File: config.mk
export PLATFORM = sky130hd
export DESIGN_NAME = quad_dac_regbank
export DESIGN_NICKNAME = d
export VERILOG_FILES = /design/src/rtl/qdr_pkg.sv /design/src/rtl/qdr_cmd_decode.sv /design/src/rtl/qdr_chan.sv /design/src/rtl/quad_dac_regbank.sv
export SDC_FILE = /design/constraint.sdc
export NUM_CORES = 1
export LEC_CHECK = 0
export ABC_AREA = 0
export CORE_ASPECT_RATIO = 1.75
export CORE_MARGIN = 3
export CORE_UTILIZATION = 45
export CTS_CLUSTER_SIZE = 25
export DETAILED_ROUTE_END_ITERATION = 12
export PLACE_DENSITY = 0.7
export SLEW_MARGIN = 20
export SYNTH_ARGS = -nofsm -noshare
export SYNTH_HDL_FRONTEND = slang
export SYNTH_HIERARCHICAL = 1
export SYNTH_SLANG_ARGS = --single-unit
File: constraint.sdc
create_clock -name clk -period 2.5 [get_ports clk]
set_input_delay 0.5 -clock clk [delete_from_list [all_inputs] [get_ports clk]]
set_output_delay 0.5 -clock clk [all_outputs]
set_load 0.01 [all_outputs]
File: src/rtl/qdr_pkg.sv
package qdr_pkg;

  typedef enum logic [1:0] {
    LD_STAGE = 2'b00,
    LD_XFER  = 2'b01,
    LD_BOTH  = 2'b10,
    LD_WIDE  = 2'b11
  } load_e;

  typedef enum logic [1:0] {
    PS_ON    = 2'b00,
    PS_1K    = 2'b01,
    PS_100K  = 2'b10,
    PS_FLOAT = 2'b11
  } pwr_e;

  // Map the command's two-bit mode field onto the reported power state.
  function automatic pwr_e pd_map(input logic [1:0] fld);
    case (fld)
      2'b01:   return PS_1K;
      2'b10:   return PS_100K;
      default: return PS_FLOAT;
    endcase
  endfunction

endpackage

File: src/rtl/qdr_cmd_decode.sv
module qdr_cmd_decode
  import qdr_pkg::*;
#(
  parameter int DATA_W = 12,
  parameter int SEL_W  = 2,
  localparam int NCH   = 1 << SEL_W,
  localparam int CMD_W = DATA_W + 2 + SEL_W
) (
  input  logic              cmd_valid,
  input  logic [CMD_W-1:0]  cmd_word,
  output logic [NCH-1:0]    stg_we,
  output logic [NCH-1:0]    act_ld,
  output logic [NCH-1:0]    act_cp,
  output logic [NCH-1:0]    pd_we,
  output pwr_e              pd_val,
  output logic [DATA_W-1:0] data
);

  load_e            load;
  logic [SEL_W-1:0] sel;
  logic [SEL_W-1:0] pd_ch;
  logic             pd_all;
  logic [NCH-1:0]   sel_oh;
  logic [NCH-1:0]   pd_oh;

  assign load   = load_e'(cmd_word[CMD_W-1 -: 2]);
  assign sel    = cmd_word[DATA_W +: SEL_W];
  assign data   = cmd_word[DATA_W-1:0];
  assign pd_all = cmd_word[DATA_W-1];
  assign pd_ch  = cmd_word[DATA_W-2 -: SEL_W];
  assign pd_val = pd_map(cmd_word[DATA_W-2-SEL_W -: 2]);

  always_comb begin
    sel_oh        = '0;
    sel_oh[sel]   = 1'b1;
    pd_oh         = '0;
    pd_oh[pd_ch]  = 1'b1;
    stg_we        = '0;
    act_ld        = '0;
    act_cp        = '0;
    pd_we         = '0;
    if (cmd_valid) begin
      case (load)
        LD_STAGE: stg_we = sel_oh;
        LD_XFER:  act_cp = sel_oh;
        LD_BOTH: begin
          stg_we = sel_oh;
          act_ld = sel_oh;
        end
        default: begin
          if (sel == SEL_W'(0)) begin
            stg_we = '1;
          end else if (sel == SEL_W'(1)) begin
            act_cp = '1;
          end else if (sel == SEL_W'(2)) begin
            stg_we = '1;
            act_ld = '1;
          end else begin
            pd_we = pd_all ? '1 : pd_oh;
          end
        end
      endcase
    end
  end

endmodule

File: src/rtl/qdr_chan.sv
module qdr_chan
  import qdr_pkg::*;
#(
  parameter int DATA_W = 12
) (
  input  logic              clk,
  input  logic              rst_n,
  input  logic              stg_we,
  input  logic              act_ld,
  input  logic              act_cp,
  input  logic              pd_we,
  input  pwr_e              pd_val,
  input  logic [DATA_W-1:0] data,
  output logic [DATA_W-1:0] act_q,
  output pwr_e              ps_q
);

  logic [DATA_W-1:0] stg_q;

  always_ff @(posedge clk) begin
    if (!rst_n) begin
      stg_q <= '0;
      act_q <= '0;
      ps_q  <= PS_ON;
    end else begin
      if (stg_we) stg_q <= data;
      if (act_ld)      act_q <= data;
      else if (act_cp) act_q <= stg_q;
      if (act_ld || act_cp) ps_q <= PS_ON;
      else if (pd_we)       ps_q <= pd_val;
    end
  end

endmodule

File: src/rtl/quad_dac_regbank.sv
module quad_dac_regbank
  import qdr_pkg::*;
#(
  parameter int DATA_W = 12,
  localparam int SEL_W = 2,
  localparam int NCH   = 1 << SEL_W,
  localparam int CMD_W = DATA_W + 2 + SEL_W
) (
  input  logic                  clk,
  input  logic                  rst_n,
  input  logic                  cmd_valid,
  input  logic [CMD_W-1:0]      cmd_word,
  output logic [NCH*DATA_W-1:0] code_out,
  output logic [NCH*2-1:0]      pwr_state,
  output logic [NCH-1:0]        hiz_o
);

  logic [NCH-1:0]    stg_we;
  logic [NCH-1:0]    act_ld;
  logic [NCH-1:0]    act_cp;
  logic [NCH-1:0]    pd_we;
  pwr_e              pd_val;
  logic [DATA_W-1:0] data;

  qdr_cmd_decode #(.DATA_W(DATA_W), .SEL_W(SEL_W)) i_dec (
    .cmd_valid (cmd_valid),
    .cmd_word  (cmd_word),
    .stg_we    (stg_we),
    .act_ld    (act_ld),
    .act_cp    (act_cp),
    .pd_we     (pd_we),
    .pd_val    (pd_val),
    .data      (data)
  );

  for (genvar c = 0; c < NCH; c++) begin : g_ch
    pwr_e ps;
    qdr_chan #(.DATA_W(DATA_W)) i_chan (
      .clk    (clk),
      .rst_n  (rst_n),
      .stg_we (stg_we[c]),
      .act_ld (act_ld[c]),
      .act_cp (act_cp[c]),
      .pd_we  (pd_we[c]),
      .pd_val (pd_val),
      .data   (data),
      .act_q  (code_out[c*DATA_W +: DATA_W]),
      .ps_q   (ps)
    );
    assign pwr_state[c*2 +: 2] = ps;
    assign hiz_o[c]            = (ps == PS_FLOAT);
  end

endmodule

==> results of run 1 <==
## worst max path at each step
stage	endpoint	slack, ps	cells past startpoint
3_5_place_dp	g_ch[2].i_chan/act_q[8]	30	6
2_1_floorplan	g_ch[2].i_chan/act_q[0]	400	6
5_1_grt	g_ch[2].i_chan/act_q[8]	320	6
3_3_place_gp	g_ch[2].i_chan/act_q[6]	70	6
4_1_cts	g_ch[2].i_chan/act_q[8]	370	6
6_report	g_ch[2].i_chan/act_q[8]	370	6
## per-stage QoR
stage | util (%) | cell area, um^2 | setup WS (ps) | std cells
global placement | 55.4 | 6000 | 72.8 | 645
global route | 58.2 | 6300 | 318 | 660
detailed placement | 55.4 | 6000 | 27.1 | 645
CTS | 58.2 | 6300 | 375 | 660
finish | 58.2 | 6300 | 371 | 660
floorplan | - | 5030 | 398 | 451
## registers in the layout (all words and copies together), names as in the netlist
signal             cells
g_ch.i_chan/act_q     48
g_ch.i_chan/ps_q       8
g_ch.i_chan/stg_q     48
## routing by layer
layer	track usage, %	wire length, um	part of all wire (%)
met3	3.23	390	3.4
met5	0	0	0
met4	8.64	340	2.9
met1	22.5	4870	42
met2	33.2	6010	52
## layout by cell type (no fill, tap or decap), drive strengths merged, types with 11 or more instances in the layout
| cell type | netlist | final |
|---|---|---|
| mux2 | 48 | 48 |
| nor2 | 11 | 11 |
| nor2b | 48 | 48 |
| nand2b | 54 | 54 |
| clkdlybuf4s50 | 0 | 77 |
| clkbuf | 8 | 11 |
| dfxtp | 104 | 104 |
| buf | 32 | 27 |
| o211a | 48 | 48 |
| mux2i | 56 | 56 |
## cells by family (layout without fill, tap and decap cells)
| logic type | count (synthesis) | in the layout | share of synthesized area (%) |
|---|---|---|---|
| buffers and inverters | 43 | 122 | 5.73 |
| and+or+nand+nor | 138 | 138 | 16.7 |
| AOI/OAI and AO/OA | 59 | 59 | 11.0 |
| DFF | 104 | 104 | 41.4 |
| xor gates and xnor gates | 3 | 3 | 0.523 |
| muxes | 104 | 104 | 24.6 |
## power groups by stage
stage | Clock (mW) | Sequential (mW) | Combinational [mW]
2_1_floorplan | 0 | 1.79 | 0.267
3_3_place_gp | 0 | 1.79 | 0.438
3_5_place_dp | 0 | 1.79 | 0.448
4_1_cts | 1.50 | 1.75 | 0.451
5_1_grt | 1.55 | 1.76 | 0.481
6_report | 1.45 | 1.75 | 0.447
## layout make-up
class	count	area, um^2	area share [%]
multi-input combinational	304	2670	42.4
sequential	104	2080	33.0
timing repair buffer	104	1070	17.0
clock buffer	11	233	3.69
tap	130	163	2.58
clock inverter	4	70.1	1.11
inverter	3	11.3	0.179
## worst max-delay path, delay by kind of cell
kind | cells | cell delay, ps
buf+inv | 2 | 680
mux | 1 | 340
simple gates | 1 | 380
compound gates | 2 | 460
==> results.toml, run 1 <==
[power]
power_density_mw_per_mm2 = 579
combPwrFrac_pct = 12.3
p_int_mw = 2.83
p_sw_share_pct = 22.4
p_total_mw = 3.65
seqPwrFrac_pct = 48.0
peakVddDrop_v = 0.000431
p_clk_share_pct = 39.8
p_switching_mw = 0.818
power_leakage_nw = 2.78

[hold_path]
hold_start = "g_ch[3].i_chan/stg_q[8]"
min_path_type = "flip-flop to flip-flop"
min_to = "g_ch[3].i_chan/stg_q[8]"
hold_path_depth = 2

[clock_tree]
postCtsSetupBuffers = 0
numCtsBuffers = 9
cts.clk_slew.worst_paths_ps = 70
clock_latency_ps = 340
ctsResizeCount = 0
numClockSinks = 104
clock_tree.htree_level_count = 3
cts_tree = "built"
hold_buffers = 0
clockRootBuffer = "clkbuf_16"
cts_buffer_depth = 2

[final_layout]
n_fill_cell = 970
area_growth_pct = 25.4
nNetsFinal = 545
diodes = 0
drive_gt1_share_pct = 17.7

[yosys]
syn_area_mm2 = 0.00503
syn_area_per_cell_um2 = 11.1
synthTopCellsByArea = "dfxtp_1 (41%), mux2i_1 (11%), mux2_4 (11%), o211a_1 (9.6%), nand2b_1 (6.7%)"
ys_warn_count = 6
ys_ff_latch = 104
ys_seq_area_share_pct = 41.4
synth-edff-count = 0
syn_nets = 470
synth_top_area_cell = "dfxtp_1"
synth_ff_type = "dfxtp_1"
ys_async_sr_fraction_pct = 0
synth_cell_types = 26
synth_most_common_cell = "dfxtp_1"
postSynthCellCount = 451
synthTopCellsByCount = "dfxtp_1 (104), mux2i_1 (56), nand2b_1 (54)"
yosys.area.top_type_share_pct = 41.4

[outcome]
status = "complete, no violations"

[floorplan]
dieWidth_um = 85.9
row_count = 50
ios = 79
coreArea_mm2 = 0.0108
start_util_pct = 46.4
dieArea_mm2 = 0.0125
die_y_um = 146

[timing]
clock.fmax_mhz = 470
hold_ws_ps = 516
finalSetupViolations = 0
finalSetupTns_ps = 0
worst_pin_slew_ps = 518
clock_skew_ps = 5.50
slew_viol_final = 0
slew_headroom_pct = 65.4
rsz0062_at_grt = "no"
period_minus_slack_ps = 2130
hold_viol = 0
period_share_pct = 85.2

[critical_path]
r2r-start = "g_ch[2].i_chan/act_q[9]"
arrival_ps = 2360
r2r-end = "g_ch[2].i_chan/act_q[9]"
reg2reg_depth = 2
reg2reg_slack_ps = 1580
cp_slowest_stage_delay_ps = 480
required_ps = 2740
crit_path_end_kind = "flip-flop"
path_max_fanout = 13
startpoint_type = "primary input"
worstPathCellList = "clkdlybuf4s50_1 -> or3b_1 -> a21oi_1 -> buf_12 -> mux2_2 -> o211a_1"
critPathKind = "primary input to flip-flop"
crit_slowest_cell = "clkdlybuf4s50_1"
crit_start = "cmd_word[13]"

[grt]
grtUsageTotal_pct = 19.1
grt_max_degree = 29
grt_overflow = 0
grt_pass1_wl_um = 19100
antenna_found_initial = 0
grt_pass1_vias = 3744

[detailed_routing]
drc = 0
viasPerCell = 5.41
drt-initial-drc-count = 156
via_count = 3573
wl_per_cell_um = 17.6
postRouteAntennaNets = 0
drt_first_pass_iters = 4
drt_wl_total_um = 11600

[placement]
globalplace.congestion = 0.810
portBuffers = 78
post-dp-hpwl_um = 8000

[run]
cap_violations = 0
(Power assumes the default switching activity.)
==> run 2: changes to the inputs <==
- CTS_BUF_LIST: not set -> sky130_fd_sc_hd__clkbuf_4
- GPL_ROUTABILITY_DRIVEN: not set -> 0
==> run 2 against run 1 <==
  * Combinational power barely moved
  * Worst setup slack improved by 120 ps
  * Power fell by 14%
  * Via count rose by 0.34%
  * Cell count rose by 0.15%
  * Clock skew rose by 14 ps
  * Fmax rose by 6.0%
  * Critical path depth did not move
  * Hold slack got worse by 97 ps
  * Core utilization fell by 1.4 points
  * Sequential power barely moved
  * Critical path type unchanged
  * Highest routed layer unchanged
==> results.toml, run 2 (synthesis gave the netlist of run 1 again) <==
[outcome]
status = "complete, no violations"

[hold_path]
min_path_type = "primary input to flip-flop"

[timing]
finalSetupTns_ps = 0
finalSetupViolations = 0
worst_pin_slew_ps = 506
rsz0062_at_grt = "no"
period_minus_slack_ps = 2010
clock.fmax_mhz = 498
clock_skew_ps = 19.0
period_share_pct = 80.3
slew_viol_final = 0
hold_viol = 0
hold_ws_ps = 419
worst_slack_ps = 492
slew_headroom_pct = 66.1

[clock_tree]
ctsResizeCount = 0
cts.clk_slew.worst_paths_ps = 150
numClockSinks = 104
cts_tree = "built"
cts_buffer_depth = 2
clock_latency_ps = 450
clock_tree.htree_level_count = 3
numCtsBuffers = 9
hold_buffers = 0
postCtsSetupBuffers = 0
clockRootBuffer = "clkbuf_4"

[final_layout]
area_growth_pct = 22.4
drive_gt1_share_pct = 18.1
nNetsFinal = 545
utilization_pct = 56.9
final_cell_mix = "dfxtp_1 (104), clkdlybuf4s50_1 (77), mux2i_1 (56), nand2b_1 (54)"
fin_area_mm2 = 0.00615
reg_top3 = "g_ch.i_chan/act_q x48, g_ch.i_chan/stg_q x48, g_ch.i_chan/ps_q x8"
layout_commonest_cell = "dfxtp_1"
layout.cells.non_filler = 661

[detailed_routing]
postRouteAntennaNets = 0
drc = 0
drt_wl_total_um = 11500
drt_first_pass_iters = 4
drt-initial-drc-count = 123
via_count = 3585
viasPerCell = 5.42
wl_per_cell_um = 17.5

[placement]
place_area_mm2 = 0.00600
portBuffers = 78
placed_cells = 645
post-dp-hpwl_um = 8000
place_worst_setup_slack_ps = 27.1

[grt]
grtUsageTotal_pct = 18.8
grt_pass1_wl_um = 18900
grt_max_degree = 29
antenna_found_initial = 1
grt_overflow = 0
grt_pass1_vias = 3705

[floorplan]
dieWidth_um = 85.9
die_y_um = 146
coreArea_mm2 = 0.0108
row_count = 50
dieArea_mm2 = 0.0125
ios = 79
start_util_pct = 46.4

[critical_path]
critPathKind = "primary input to flip-flop"
required_ps = 2860
crit_path_end_kind = "flip-flop"
arrival_ps = 2370
path_max_fanout = 13
startpoint_type = "primary input"

[power]
peakVddDrop_v = 0.000347
p_sw_share_pct = 24.3
seqPwrFrac_pct = 55.6
p_clk_share_pct = 30.2
p_total_mw = 3.15
power_leakage_nw = 2.72
combPwrFrac_pct = 14.2
p_int_mw = 2.38
p_switching_mw = 0.763
power_density_mw_per_mm2 = 511

[run]
cap_violations = 0
-- run 2: cell types whose count changed in the layout (fill, tap and decap cells not counted), sizes merged --
cell   delta
diode     +1
-- run 2: area by class of cell --
cell class              instances  area (um^2)
diodes                          1         2.50
clock buffers                  11         82.6
clock inverters                 4         70.1
fillers                       978         4670
inverters                       3         11.3
multi-input cells             304         2670
flip-flops and latches        104         2080
well taps                     130          163
repair buffers                104         1070
-- run 2: routing by layer --
layer / routed length, um / track usage [%] / up-vias
met5: 0 / 0 / -
met4: 268 / 7.69 / 0
met3: 414 / 2.83 / 18
met2: 5890 / 32.5 / 80
met1: 4970 / 22.8 / 1773
li1: - / - / 1714
-- run 2: power groups by stage --
stage,Sequential [mW],Clock [mW],Combinational [mW]
floorplan,1.79,0,0.267
global placement,1.79,0,0.438
detailed placement,1.79,0,0.448
CTS,1.75,0.977,0.450
global route,1.76,1.04,0.480
finish,1.75,0.950,0.446
-- run 2: path summary, 6_finish.rpt --
check                       endpoint  slack (ps)  cells past startpoint               startpoint
max          g_ch[2].i_chan/act_q[8]         490                      6             cmd_word[13]
min          g_ch[0].i_chan/act_q[9]         420                      2                    rst_n
max reg2reg  g_ch[2].i_chan/act_q[9]        1570                      2  g_ch[2].i_chan/act_q[9]
min reg2reg  g_ch[2].i_chan/stg_q[7]         530                      2  g_ch[2].i_chan/stg_q[7]
-- run 2: critical path, stage by stage --
cell             delay [ps]
clkdlybuf4s50_1         480
or3b_1                  380
a21oi_1                 260
buf_12                  200
mux2_2                  340
o211a_1                 200
